**src/rtl/acs_pkg.sv**
```systemverilog
package acs_pkg;
  typedef enum logic [1:0] {
    ST_IDLE = 2'd0,
    ST_DLY  = 2'd1,
    ST_CONV = 2'd2
  } acs_state_e;

  localparam int FLAG_W  = 4;
  localparam int ERR_BIT = 3;
endpackage

```
**src/rtl/acs_prescaler.sv**
```systemverilog
module acs_prescaler #(
  parameter int DIV_W = 8
) (
  input  logic             clk,
  input  logic             rst,
  input  logic [DIV_W-1:0] div,
  output logic             tick
);
  logic [DIV_W-1:0] cnt_q;

  assign tick = (cnt_q >= div);

  always_ff @(posedge clk) begin
    if (rst)       cnt_q <= '0;
    else if (tick) cnt_q <= '0;
    else           cnt_q <= cnt_q + 1'b1;
  end
endmodule

```
**src/rtl/acs_result_ram.sv**
```systemverilog
module acs_result_ram #(
  parameter int AW = 5,
  parameter int DW = 12
) (
  input  logic          clk,
  input  logic          we,
  input  logic [AW-1:0] waddr,
  input  logic [DW-1:0] wdata,
  input  logic [AW-1:0] raddr,
  output logic [DW-1:0] rdata
);
  localparam int DEPTH = 1 << AW;

  logic [DW-1:0] mem [DEPTH];

  always_ff @(posedge clk) begin
    if (we) mem[waddr] <= wdata;
    rdata <= mem[raddr];
  end
endmodule

```
**src/rtl/acs_flags.sv**
```systemverilog
module acs_flags #(
  parameter int W = 4
) (
  input  logic         clk,
  input  logic         rst,
  input  logic [W-1:0] set,
  input  logic [W-1:0] clr,
  output logic [W-1:0] q
);
  always_ff @(posedge clk) begin
    if (rst) q <= '0;
    else     q <= (q & ~clr) | set;
  end
endmodule

```
**src/rtl/acs_ctrl.sv**
```systemverilog
module acs_ctrl
  import acs_pkg::*;
#(
  parameter int NUM_GRP = 4,
  parameter int MAX_SEG = 8,
  parameter int CH_W    = 5,
  parameter int DLY_W   = 10,
  localparam int GRP_W  = (NUM_GRP > 1) ? $clog2(NUM_GRP) : 1,
  localparam int LEN_W  = (MAX_SEG > 1) ? $clog2(MAX_SEG) : 1,
  localparam int SEG_W  = CH_W + 6,
  localparam int CFG_W  = MAX_SEG * SEG_W,
  localparam int ST_W   = NUM_GRP * FLAG_W
) (
  input  logic             clk,
  input  logic             rst,
  input  logic             tick,
  input  logic             trig_valid,
  input  logic [GRP_W-1:0] trig_group,
  input  logic [LEN_W-1:0] chain_len,
  input  logic [DLY_W-1:0] init_dly,
  input  logic [DLY_W-1:0] intv_dly,
  input  logic [CFG_W-1:0] seg_cfg,
  input  logic             adc_ack,
  output logic             adc_req,
  output logic [CH_W-1:0]  adc_chan,
  output logic [2:0]       adc_hcsel,
  output logic             busy,
  output logic             wr_en,
  output logic [GRP_W+LEN_W-1:0] wr_addr,
  output logic [ST_W-1:0]  set_vec
);
  acs_state_e       state_q;
  logic [GRP_W-1:0] grp_q;
  logic [LEN_W-1:0] seg_q, last_q, seg_nx;
  logic [CFG_W-1:0] cfg_q;
  logic [DLY_W-1:0] intv_q, tgt_q, dcnt_q;
  logic             req_q;
  logic [CH_W-1:0]  chan_q;
  logic [2:0]       hc_q;
  logic [SEG_W-1:0] cur_seg, nxt_seg, first_seg;
  logic             ack_take, dly_done;

  assign seg_nx    = seg_q + 1'b1;
  assign cur_seg   = cfg_q[int'(seg_q) * SEG_W +: SEG_W];
  assign nxt_seg   = cfg_q[int'(seg_nx) * SEG_W +: SEG_W];
  assign first_seg = seg_cfg[0 +: SEG_W];
  assign ack_take  = (state_q == ST_CONV) && adc_ack;
  assign dly_done  = ((DLY_W+1)'(dcnt_q) + (DLY_W+1)'(1)) >= (DLY_W+1)'(tgt_q);

  assign busy      = (state_q != ST_IDLE);
  assign adc_req   = req_q;
  assign adc_chan  = chan_q;
  assign adc_hcsel = hc_q;
  assign wr_en     = ack_take;
  assign wr_addr   = {grp_q, seg_q};

  always_comb begin
    set_vec = '0;
    if (ack_take && (cur_seg[1:0] != 2'd0))
      set_vec[int'(grp_q) * FLAG_W + int'(cur_seg[1:0]) - 1] = 1'b1;
    if (trig_valid && busy && (trig_group == grp_q))
      set_vec[int'(grp_q) * FLAG_W + ERR_BIT] = 1'b1;
  end

  always_ff @(posedge clk) begin
    if (rst) begin
      state_q <= ST_IDLE;
      grp_q   <= '0;
      seg_q   <= '0;
      last_q  <= '0;
      cfg_q   <= '0;
      intv_q  <= '0;
      tgt_q   <= '0;
      dcnt_q  <= '0;
      req_q   <= 1'b0;
      chan_q  <= '0;
      hc_q    <= '0;
    end else begin
      req_q <= 1'b0;
      unique case (state_q)
        ST_IDLE: begin
          if (trig_valid) begin
            grp_q  <= trig_group;
            last_q <= chain_len;
            cfg_q  <= seg_cfg;
            intv_q <= intv_dly;
            seg_q  <= '0;
            dcnt_q <= '0;
            if (init_dly == '0) begin
              state_q <= ST_CONV;
              req_q   <= 1'b1;
              chan_q  <= first_seg[6 +: CH_W];
              hc_q    <= first_seg[5:3];
            end else begin
              state_q <= ST_DLY;
              tgt_q   <= init_dly;
            end
          end
        end
        ST_DLY: begin
          if (tick) begin
            if (dly_done) begin
              state_q <= ST_CONV;
              req_q   <= 1'b1;
              chan_q  <= cur_seg[6 +: CH_W];
              hc_q    <= cur_seg[5:3];
            end else begin
              dcnt_q <= dcnt_q + 1'b1;
            end
          end
        end
        ST_CONV: begin
          if (adc_ack) begin
            if (seg_q == last_q) begin
              state_q <= ST_IDLE;
            end else begin
              seg_q <= seg_nx;
              if (cur_seg[2] || (intv_q == '0)) begin
                req_q  <= 1'b1;
                chan_q <= nxt_seg[6 +: CH_W];
                hc_q   <= nxt_seg[5:3];
              end else begin
                state_q <= ST_DLY;
                tgt_q   <= intv_q;
                dcnt_q  <= '0;
              end
            end
          end
        end
        default: state_q <= ST_IDLE;
      endcase
    end
  end
endmodule

```
**src/rtl/adc_chain_seq.sv**
```systemverilog
module adc_chain_seq
  import acs_pkg::*;
#(
  parameter int NUM_GRP = 4,
  parameter int MAX_SEG = 8,
  parameter int CH_W    = 5,
  parameter int RES_W   = 12,
  parameter int DLY_W   = 10,
  parameter int DIV_W   = 8,
  localparam int GRP_W  = (NUM_GRP > 1) ? $clog2(NUM_GRP) : 1,
  localparam int LEN_W  = (MAX_SEG > 1) ? $clog2(MAX_SEG) : 1,
  localparam int SEG_W  = CH_W + 6,
  localparam int CFG_W  = MAX_SEG * SEG_W,
  localparam int ST_W   = NUM_GRP * FLAG_W
) (
  input  logic             clk,
  input  logic             rst,
  input  logic [DIV_W-1:0] prediv,
  input  logic             trig_valid,
  input  logic [GRP_W-1:0] trig_group,
  input  logic [LEN_W-1:0] chain_len,
  input  logic [DLY_W-1:0] init_dly,
  input  logic [DLY_W-1:0] intv_dly,
  input  logic [CFG_W-1:0] seg_cfg,
  output logic             adc_req,
  output logic [CH_W-1:0]  adc_chan,
  output logic [2:0]       adc_hcsel,
  input  logic             adc_ack,
  input  logic [RES_W-1:0] adc_data,
  output logic             busy,
  output logic [ST_W-1:0]  status,
  input  logic [ST_W-1:0]  status_clr,
  input  logic [GRP_W-1:0] rd_group,
  input  logic [LEN_W-1:0] rd_seg,
  output logic [RES_W-1:0] rd_data
);
  localparam int AW = GRP_W + LEN_W;

  logic          tick;
  logic          wr_en;
  logic [AW-1:0] wr_addr;
  logic [ST_W-1:0] set_vec;

  acs_prescaler #(.DIV_W(DIV_W)) u_presc (
    .clk(clk), .rst(rst), .div(prediv), .tick(tick)
  );

  acs_ctrl #(
    .NUM_GRP(NUM_GRP), .MAX_SEG(MAX_SEG), .CH_W(CH_W), .DLY_W(DLY_W)
  ) u_ctrl (
    .clk(clk), .rst(rst), .tick(tick),
    .trig_valid(trig_valid), .trig_group(trig_group), .chain_len(chain_len),
    .init_dly(init_dly), .intv_dly(intv_dly), .seg_cfg(seg_cfg),
    .adc_ack(adc_ack), .adc_req(adc_req), .adc_chan(adc_chan),
    .adc_hcsel(adc_hcsel), .busy(busy), .wr_en(wr_en), .wr_addr(wr_addr),
    .set_vec(set_vec)
  );

  acs_result_ram #(.AW(AW), .DW(RES_W)) u_ram (
    .clk(clk), .we(wr_en), .waddr(wr_addr), .wdata(adc_data),
    .raddr({rd_group, rd_seg}), .rdata(rd_data)
  );

  for (genvar g = 0; g < NUM_GRP; g++) begin : g_flags
    acs_flags #(.W(FLAG_W)) u_flg (
      .clk(clk), .rst(rst),
      .set(set_vec[g*FLAG_W +: FLAG_W]),
      .clr(status_clr[g*FLAG_W +: FLAG_W]),
      .q(status[g*FLAG_W +: FLAG_W])
    );
  end
endmodule

```
**config.mk**
```make
export PLATFORM = sky130hd
export DESIGN_NAME = adc_chain_seq
export DESIGN_NICKNAME = d
export VERILOG_FILES = /design/src/rtl/acs_pkg.sv /design/src/rtl/acs_prescaler.sv /design/src/rtl/acs_result_ram.sv /design/src/rtl/acs_flags.sv /design/src/rtl/acs_ctrl.sv /design/src/rtl/adc_chain_seq.sv
export SDC_FILE = /design/constraint.sdc
export NUM_CORES = 1
export LEC_CHECK = 0
export BUFFER_PORTS_ARGS = -buffer_cell sky130_fd_sc_hd__clkbuf_2
export CELL_PAD_IN_SITES_DETAIL_PLACEMENT = 1
export CELL_PAD_IN_SITES_GLOBAL_PLACEMENT = 1
export CORE_UTILIZATION = 47
export CTS_BUF_LIST = sky130_fd_sc_hd__clkbuf_4
export CTS_CLUSTER_SIZE = 10
export DETAILED_ROUTE_END_ITERATION = 7
export GPL_ROUTABILITY_DRIVEN = 0
export GPL_TIMING_DRIVEN = 0
export HOLD_SLACK_MARGIN = 0.06
export PLACE_DENSITY = 0.77
export SLEW_MARGIN = 20
export SYNTH_ARGS = -nofsm -noshare
export SYNTH_HDL_FRONTEND = slang
export SYNTH_SLANG_ARGS = --single-unit
```
**constraint.sdc**
```tcl
create_clock -name clk -period 3.06 [get_ports clk]
set_clock_uncertainty 0.2 [all_clocks]
set_input_delay 0.306 -clock clk [delete_from_list [all_inputs] [get_ports clk]]
set_output_delay 0.306 -clock clk [all_outputs]
set_load 0.02 [all_outputs]
```
Yosys cells after proc, flatten, opt, wreduce, memory -nomap -nowiden
Memories as Yosys holds them, arrays and structs flattened. A register that Yosys moved wholly into a read port is not among the register bits.
Cells that the tools add are included.
{ "totals": {"regBits": 161, "mem_bits_rw": 384, "input_bits": 158, "wordCells": 140, "mem_count": 1} }
{ "memory_table": {"columns": ["name", "words", "width", "read_ports", "rd_clocked_by_memory_dff", "write_ports", "line_no", "text"], "rows": [
  ["u_ram.mem", 32, 12, 1, 1, 1, "acs_result_ram.sv:14", "logic [DW-1:0] mem [DEPTH];"]
]} }
{ "op_classes": {"add_sub_neg": 7, "mul": 2, "magnitude_cmp": 6, "n_eq_ne": 15, "n_shift": 2, "mux": 57, "n_bitwise": 13, "n_reduce_logical": 21} }
{ "op_table": {"columns": ["op", "n"], "rows": [
  ["$shiftx A88 B32 Y11", 2],
  ["$mux W10", 11],
  ["$ge A32 B1 Y1 const B", 2],
  ["$lt A32 B6 Y1 const B", 2],
  ["$mux W5", 7],
  ["$mux W16", 2],
  ["$sub A32 B2 Y32 const B", 1],
  ["$mux W3", 10],
  ["$pmux W10 S3", 1],
  ["$logic_not A10 Y1", 2],
  ["$pmux W10 S2", 1],
  ["$and A4 B4 Y4", 4],
  ["$ne A2 B2 Y1 const B", 8],
  ["$not A4 Y4", 4],
  ["$or A16 B16 Y16", 1],
  ["$or A4 B4 Y4", 4],
  ["$pmux W5 S3", 1],
  ["$mul A3 B4 Y7 const B", 2],
  ["$mux W2", 7],
  ["$add A10 B1 Y11 const B", 1],
  ["$ge A11 B10 Y1", 1],
  ["$mux W1", 11],
  ["$add A10 B1 Y10 const B", 1],
  ["$pmux W3 S3", 1],
  ["27 further kinds", 36]
]} }

Depth between registers and ports, before layout
Gate-level depths: netlist of the first run.
{ "logic_depth": {"depth_word": 12, "ltp_mapped": 14} }

By module
A second synthesis of the first run with hierarchy kept.
{ "hier_totals": {"hier_cells": 1801, "hier_area_um2": 23500.0} }
{ "modules_own_cells": {"columns": ["mod", "instances", "cells_per_inst", "area_each_um2", "seq_area_each_um2"], "rows": [
  ["acs_result_ram", 1, 868, 15468.6, 11771.3],
  ["acs_ctrl", 1, 810, 6936.7, 2742.6],
  ["acs_flags", 4, 16, 140.1, 80.1],
  ["acs_prescaler", 1, 59, 534.3, 160.2]
]} }

Worst setup path after synthesis of the first run
Ideal clock, no wire load.
{ "synth_path": {"path_kind": "flip-flop to flip-flop", "startpoint": "reg u_ctrl.dcnt_q[0]", "endpoint": "reg u_ctrl.dcnt_q[4]", "t_arrival_ns": 2.815, "required_time_ns": 2.738, "setup_slack_ns": -0.077, "stages_incl_launch_ff": 13, "path_buffers": 1, "synth_period_minus_slack_ns": 3.137, "cell_sequence": "dfxtp_1 ha_1 and3_1 nand3_1 nor2_1 xnor2_1 ha_1 a21o_1 a21oi_1 nor4b_1 buf_2 a211oi_1 a311o_1"} }
{ "synth_via": {"elab_chain_len": 4} }
{ "synth_rtl": {"columns": ["item", "line_no", "text"], "rows": [
  ["from (decl)", "acs_ctrl.sv:36", "logic [DLY_W-1:0] intv_q, tgt_q, dcnt_q;"],
  ["from (signal assigned)", "acs_ctrl.sv:108", "dcnt_q <= dcnt_q + 1'b1;"],
  ["$add A10 B1 Y11 or $add A10 B1 Y10 (tied branches)", "acs_ctrl.sv:48, acs_ctrl.sv:108", null],
  ["$ge A11 B10 Y1 or $mux W10 (tied branches)", "acs_ctrl.sv:48, acs_ctrl.sv:102", null],
  ["$ne A2 B2 Y1 (no line) or $mux W10 (tied branches)", null, null],
  ["$reduce_and A7 Y1 (no line) or $pmux W10 S3 (tied branches)", null, null]
]} }
Parallel ways exist; a longest one is shown, timed or not. The select of a mux whose other input is x is not followed.
A chain may end at the register's enable or synchronous reset.

Final worst setup path of the first run
{ "layout_path": {"startpoint": "in init_dly[0]", "endpoint": "reg u_ctrl.hc_q[0], in the netlist u_ctrl.adc_hcsel[0]"} }
{ "layout_via": {"elab_chain_len": 3} }
{ "layout_rtl": {"columns": ["item", "line_no", "text"], "rows": [
  ["from (decl)", "adc_chain_seq.sv:22", "input logic [DLY_W-1:0] init_dly,"],
  ["$logic_not A10 Y1", "acs_ctrl.sv:89", "if (init_dly == '0) begin"],
  ["$ne A2 B1 Y1 (no line)", null, null],
  ["$reduce_and A8 Y1 (no line)", null, null],
  ["to (signal assigned)", "acs_ctrl.sv:93", "hc_q <= first_seg[5:3];"],
  ["to (signal assigned)", "acs_ctrl.sv:106", "hc_q <= cur_seg[5:3];"],
  ["to (signal assigned)", "acs_ctrl.sv:121", "hc_q <= nxt_seg[5:3];"],
  ["to (decl)", "acs_ctrl.sv:39", "logic [2:0] hc_q;"]
]} }
No other way between the ends.

==> results of run 1 <==
==> cell type report <==
| class | count | area, um^2 | share of cell area [%] |
|---|---|---|---|
| timing repair buffer | 517 | 4210 | 13.7 |
| multi-input combinational | 875 | 8220 | 26.7 |
| inverter | 38 | 143 | 0.463 |
| sequential | 557 | 15000 | 48.8 |
| clock buffer | 215 | 1610 | 5.24 |
| antenna | 14 | 35.0 | 0.114 |
| buffer | 99 | 519 | 1.69 |
| tap | 656 | 821 | 2.67 |
| clock inverter | 39 | 219 | 0.711 |
==> cell families (layout without fill, tap and decap cells) <==
family / after synthesis / after routing / synth area share (%)
AOI/OAI and AO/OA: 219 / 219 / 5.79
xor gates and xnor gates: 21 / 21 / 0.794
adders and majority gates: 30 / 30 / 1.62
buffers and inverters: 139 / 908 / 2.52
DFF: 557 / 557 / 64.8
muxes: 178 / 178 / 16.2
other: 0 / 14 / 0
and+or+nand+nor: 427 / 427 / 8.27
==> cells in the mapped netlist (7+ instances only) <==
master and n:
edfxtp_1 384, nand2_1 220, dfxtp_1 173, mux4_2 157, a21oi_1 135, nor2_1 75
clkbuf_1 68, inv_1 36, nand3_1 34, ha_1 30, nor2b_1 27, buf_1 15
xnor2_1 15, mux2_2 13, or3_1 13, a211oi_1 12, nand4_1 12, o21ai_0 11
a22oi_1 10, a211oi_2 9, o21ai_1 9, buf_4 8, mux2i_1 8, and3_1 7
buf_2 7
==> through the flow <==
step | cells | area, um^2 | hold WS (ns) | setup TNS, ns
floorplan | 1571 | 23200 | 0.205 | 0
global placement | 2417 | 24900 | 0.244 | -77.66
detailed placement | 2417 | 25000 | 0.250 | -106.12
CTS | 2985 | 30300 | 0.0687 | -44.09
global route | 3009 | 30800 | 0.200 | -71.69
finish | 3010 | 30800 | 0.217 | -42.04
==> metal layers <==
metal / routed length [um] / vias to the layer above / part of all wire, %
met3: 6300 / 335 / 7.6
met1: 29500 / 8884 / 35
met4: 5340 / 2 / 6.4
li1: - / 7426 / -
met5: 13 / - / 0.016
met2: 42100 / 1068 / 51
==> sequential cells by signal, summed over array words and instances, names as in the netlist <==
name and count:
u_presc.cnt_q 8, u_ctrl.adc_chan 5, u_ctrl.adc_req 1, u_ctrl.state_q 2
u_ctrl.seg_q 3, u_ram.mem 384, u_ctrl.tgt_q 10, u_ctrl.adc_hcsel 3
u_ctrl.cfg_q 88, g_flags.u_flg.q 16, u_ram.rdata 12, u_ctrl.intv_q 10
u_ctrl.dcnt_q 10, u_ctrl.last_q 3, u_ctrl.grp_q 2
==> power groups by stage <==
stage / clock, uW / combinational [uW] / sequential, uW
finish: 6630 / 4260 / 8720
global route: 7040 / 4460 / 8710
CTS: 6560 / 3660 / 8650
detailed placement: 0 / 2950 / 8810
global placement: 0 / 2840 / 8780
floorplan: 0 / 1860 / 8750
==> critical path, cell delays in order <==
cell           delay (ns)
dlygate4sd3_1        0.56
clkbuf_2             0.14
nor4_1               0.39
dlygate4sd3_1        0.65
nand3_1              0.12
dlygate4sd3_1        0.65
a32oi_2              0.22
nand2b_2             0.21
buf_6                0.22
or3_4                0.40
a21oi_2              0.16
==> path summary, 6_finish.rpt <==
path	slack [ns]	depth (start not counted)	end
max	-0.28	11	u_ctrl.adc_hcsel[0]
max reg2reg	-0.26	6	u_ram.mem[9][4]
min	0.22	5	u_ctrl.tgt_q[0]
min reg2reg	0.26	2	u_ctrl.cfg_q[11]
==> repair_timing <==
item                                   CTS  global route
endpoints found under the hold margin  557             0
pin swaps                               25            44
cloned                                   2             0
gates resized for setup                 85            94
hold buffers                           298             0
buffers inserted                        16            14
setup endpoints to repair              381           433
==> key figures, run 1 <==
Run status
  • Status: finished, violations left
  • Failing checks: negative setup slack

Floorplan
  • Ports: 196
  • Die Span Y: 224 um
  • Die ar.: 0.0502 mm^2
  • Starting density of the core: 48.1%
  • Die Span X: 224 um
  • Core area: 0.0481 mm^2
  • Row cnt: 80

STA
  • Period utilization: 109%
  • Final setup fails: 350
  • Fin crit period: 3.34 ns
  • Worst-margin pin slew: 0.987 ns
  • Peak Freq: 300 MHz
  • Min setup slack post-route: -0.278 ns
  • Max-slew violations: 0
  • Final hold violations: 0
  • Relative slew margins: 34.0%
  • RSZ-0062 raised after global routing: true

Route
  • Vias: 17700
  • DR vias/cell: 5.89
  • Drt wl/cell: 27.7 um
  • Final WL: 83200 um
  • DRT Pass-1 Iters: 5
  • DRT iter0 DRCs: 1852
  • # DRC: 0
  • Routed Antenna Nets: 0

Global route
  • Largest net degree at the start of global routing: 33
  • Number of global-route vias before repair: 19300
  • Grt met3 use: 7.16%
  • Busiest grt layer: met2
  • Number of antenna violations at the first check in global routing: 14
  • Remaining Overflow, GRT: 0
  • Met2 usage in global routing: 57.0%
  • Met1 usage: 37.5%
  • First-pass GRT wire length: 120000 um
  • GRT Total Usage: 33.2%

Layout
  • Most common cell after layout, fill and taps aside: edfxtp_1
  • # fillers: 4654
  • Most frequent cells in the layout: 384 x edfxtp_1, 298 x dlygate4sd3_1, 220 x nand2_1
  • P&R area growth vs syn: 33.0%
  • Layout cells sized above 1: 32.6%
  • Nets: 2422
  • Layout Utilization: 63.9%

Power and ir drop
  • Pleak: 0.0109 uW
  • Gate power share: 21.7%
  • Internal Pwr Total: 13500 uW
  • Max VDD drop: 0.317 mV
  • Sw frac: 31.3%
  • PD cells: 637 mW/mm^2
  • Clock share of power: 33.8%
  • Total power after layout: 19600 uW
  • Switching power: 6130 uW
  • Sequential fraction of design power: 44.5%

Min path
  • Worst hold path type: input port to register
  • Worst Min Path Start: init_dly[0]

Worst setup path
  • Startpoint types: input port
  • Critical path endpoint category: register
  • Critical path fanouts, max: 10
  • Arrival time worst endpoint: 4.02 ns
  • CP required: 3.75 ns
  • Reg2reg start: u_ctrl.state_q[0]
  • Setup crit start: init_dly[0]
  • Worst setup path category: input port to register

CTS
  • CTS H-Tree Depth: 4
  • Total CTS buffers: 146
  • Skew-Pair Late Insertion Delay: 0.97 ns
  • Clock Sinks: 557
  • Max Buffers Root-to-Sink: 3
  • CTS tree: yes
  • Worst-path clk slew: 0.09 ns
  • Root Buffer: clkbuf_4

Yosys
  • Post-synth cell types: 58
  • Sequential element share of the synthesized area: 64.8%
  • Synthesized Nets: 1759
  • Seq cells post-synth: 557
  • Synth Instances: 1571
  • Synth warn: 0
  • Synth Flop Type: edfxtp_1
  • Top post-synthesis cells by area: edfxtp_1 50%, mux4_2 15%, dfxtp_1 15%
  • Post-Syn Area: 0.0232 mm^2
  • Syn avg cell area: 14.7 um^2
  • EDFF count, synth: 384
  • Post-synth ARST share: 0%
  • Synth top area share: 49.8%
  • Post-synth top area cell: edfxtp_1

Place
  • Number of port buffers: 190
  • Pre-CTS setup slack: -0.651 ns
  • Post-DP HPWL: 46500 um

Job
  • Max cap viols: 0
(Power assumes the default switching activity.)
==> inputs of run 2 (changes only) <==
--- a/config.mk
+++ b/config.mk
@@ -8,14 +8,15 @@
 export BUFFER_PORTS_ARGS = -buffer_cell sky130_fd_sc_hd__clkbuf_2
 export CELL_PAD_IN_SITES_DETAIL_PLACEMENT = 1
 export CELL_PAD_IN_SITES_GLOBAL_PLACEMENT = 1
-export CORE_UTILIZATION = 47
+export CORE_ASPECT_RATIO = 0.75
+export CORE_UTILIZATION = 45
 export CTS_BUF_LIST = sky130_fd_sc_hd__clkbuf_4
 export CTS_CLUSTER_SIZE = 10
 export DETAILED_ROUTE_END_ITERATION = 7
 export GPL_ROUTABILITY_DRIVEN = 0
 export GPL_TIMING_DRIVEN = 0
 export HOLD_SLACK_MARGIN = 0.06
-export PLACE_DENSITY = 0.77
+export PLACE_DENSITY = 0.75
 export SLEW_MARGIN = 20
 export SYNTH_ARGS = -nofsm -noshare
 export SYNTH_HDL_FRONTEND = slang
==> key figures, run 2 (synthesis gave the netlist of run 1 again) <==
Floorplan
  • Die Span X: 264 um (+18%)
  • Die ar.: 0.0524 mm^2 (+4.4%)
  • Starting density of the core: 45.9% (-2.2 points)
  • Core area: 0.0505 mm^2 (+4.8%)
  • Die Span Y: 198 um (-11%)
  • Row cnt: 71 (-11%)
  • Ports: 196 (unchanged)

Power and ir drop
  • PD cells: 681 mW/mm^2 (+7.0%)
  • Pleak: 0.0111 uW (+2.5%)
  • Max VDD drop: 0.405 mV (+28%)
  • Total power after layout: 21300 uW (+8.5%)

Route
  • Drt wl/cell: 34.7 um (+25%)
  • Vias: 19700 (+11%)
  • Routed Antenna Nets: 0 (unchanged)
  • DRT Pass-1 Iters: 8 (+3)
  • DRT iter0 DRCs: 2775 (+50%)
  • DR vias/cell: 6.53 (+11%)
  • # DRC: 1 (+1)
  • Final WL: 104000 um (+25%)

Run status
  • Failing checks: design-rule violations, negative setup slack
  • Status: finished, violations left

Place
  • Number of port buffers: 190 (unchanged)
  • Pre-CTS setup slack: -0.928 ns (-0.276 ns)
  • Placed instance area: 0.0250 mm^2 (about the same)
  • Post-DP HPWL: 47300 um (+1.7%)

Worst setup path
  • Critical path endpoint category: register
  • Startpoint types: register
  • Worst setup path category: register to register
  • CP required: 3.57 ns (-0.18 ns)
  • Reg2Reg Setup Slack: -0.65 ns (-0.39 ns)
  • Arrival time worst endpoint: 4.23 ns (+0.21 ns)
  • Critical path fanouts, max: 10 (unchanged)
  • Reg2reg path depth: 8 (+2)

Global route
  • Met1 usage: 42.7% (+5.2 points)
  • Largest net degree at the start of global routing: 33 (unchanged)
  • GRT Total Usage: 35.8% (+2.6 points)
  • Remaining Overflow, GRT: 0 (unchanged)
  • Met2 usage in global routing: 56.0% (-1.0 points)
  • Number of antenna violations at the first check in global routing: 30 (+16)
  • First-pass GRT wire length: 134000 um (+12%)
  • Grt met3 use: 13.0% (+5.8 points)
  • Number of global-route vias before repair: 19900 (+2.8%)
  • Busiest grt layer: met2

Layout
  • Nets: 2411 (-0.45%)
  • Most frequent cells in the layout: 384 x edfxtp_1, 277 x dlygate4sd3_1, 215 x nand2_1, 215 x clkbuf_4, 200 x clkbuf_2
  • Most flop-heavy register: u_ram.mem
  • Largest register FFs: 384 (unchanged)
  • P&R area growth vs syn: 34.8%
  • Top Registers: u_ram.mem: 384 flops, u_ctrl.cfg_q: 88 flops, g_flags.u_flg.q: 16 flops
  • Layout cells sized above 1: 34.5% (+1.9 points)
  • Final Cell Area: 0.0312 mm^2 (+1.4%)
  • Most common cell after layout, fill and taps aside: edfxtp_1

STA
  • Peak Freq: 269 MHz (-10%)
  • RSZ-0062 raised after global routing: true
  • Max-slew violations: 0 (unchanged)
  • Final hold violations: 0 (unchanged)
  • Period utilization: 121% (+12 points)
  • Fin crit period: 3.71 ns (+0.373 ns)
  • Worst-margin pin slew: 1.19 ns (+0.200 ns)
  • Relative slew margins: 20.9% (-13 points)
  • Min setup slack post-route: -0.651 ns (-0.373 ns)
  • Final setup fails: 106 (-70%)

CTS
  • Max Buffers Root-to-Sink: 3 (unchanged)
  • Worst-path clk slew: 0.12 ns (+0.03 ns)
  • Total CTS buffers: 138 (-5.5%)
  • Skew-Pair Late Insertion Delay: 0.96 ns (about the same)
  • CTS tree: yes
  • Clock Sinks: 557 (unchanged)
  • Root Buffer: clkbuf_4
  • CTS H-Tree Depth: 4 (unchanged)

Min path
  • Worst hold path type: input port to register
  • Hold path depth: 4 (-1)

Job
  • Max cap viols: 0 (unchanged)
-- run 2: cell types whose count changed in the layout (fill, tap and decap cells not counted), moves of 8 or more --
| cell | change |
|---|---|
| diode_2 | +10 |
| bufinv_16 | +8 |
| dlygate4sd3_1 | -21 |
| buf_4 | +14 |
| nor2_4 | +18 |
| clkinv_1 | -11 |
| nor2_2 | -17 |
-- run 2: path summary, 6_finish.rpt --
kind / start / end
setup / recovery: u_ctrl.state_q[0] / u_ctrl.cfg_q[68]
hold / removal: seg_cfg[11] / u_ctrl.cfg_q[11]
setup reg to reg: u_ctrl.state_q[0] / u_ctrl.cfg_q[68]
hold reg to reg: u_ctrl.cfg_q[12] / u_ctrl.cfg_q[12]
-- run 2: layout make-up --
class                   count  area (um^2)
well taps                 657          822
fillers                  4823        19200
multi-input cells         875         8410
flip-flops and latches    557        15000
clock buffers             215         1610
repair buffers            515         4220
clock inverters            35          402
plain buffers              98          526
diodes                     24         60.1
inverters                  38          143
-- run 2: metrics by stage --
stage	util [%]	instances	hold slack [ns]	setup TNS, ns
final	61.9	3014	0.0598	-17.12
after global routing	61.8	3006	0.0493	-15.53
after CTS	60.1	2964	0.0603	-48.74
after detailed placement	49.5	2418	0.249	-113.81
after global placement	49.4	2418	0.245	-108.27
after floorplan	-	1571	0.205	0
-- run 2: where the power goes --
| group | switching, uW | internal, uW |
|---|---|---|
| registers | 417 | 8390 |
| clock network | 3690 | 4040 |
| logic | 3000 | 1740 |
| total | 7100 | 14200 |
-- run 2: layer usage --
layer	vias to the layer above	part of all wire [%]
li1	7391	-
met1	9700	34
met2	1914	44
met3	662	13
met4	12	7.9
met5	-	0.078
-- run 2: worst max-delay path, cell delays in order (launching register included) --
cell and delay (ns):
dfxtp_1 0.38, inv_1 0.17, ha_1 0.46, and2_1 0.22, clkbuf_1 0.24, clkbuf_2 0.41
clkbuf_2 0.34, nand2_1 0.11, a21oi_1 0.91
-- run 2: what timing repair did --
item,4_1_cts,5_1_grt
hold endpoints to repair,512,0
gates cloned,2,1
gates resized for setup,98,135
pin swaps,28,55
hold buffers,278,0
setup endpoints to repair,417,499
buffers inserted,18,32
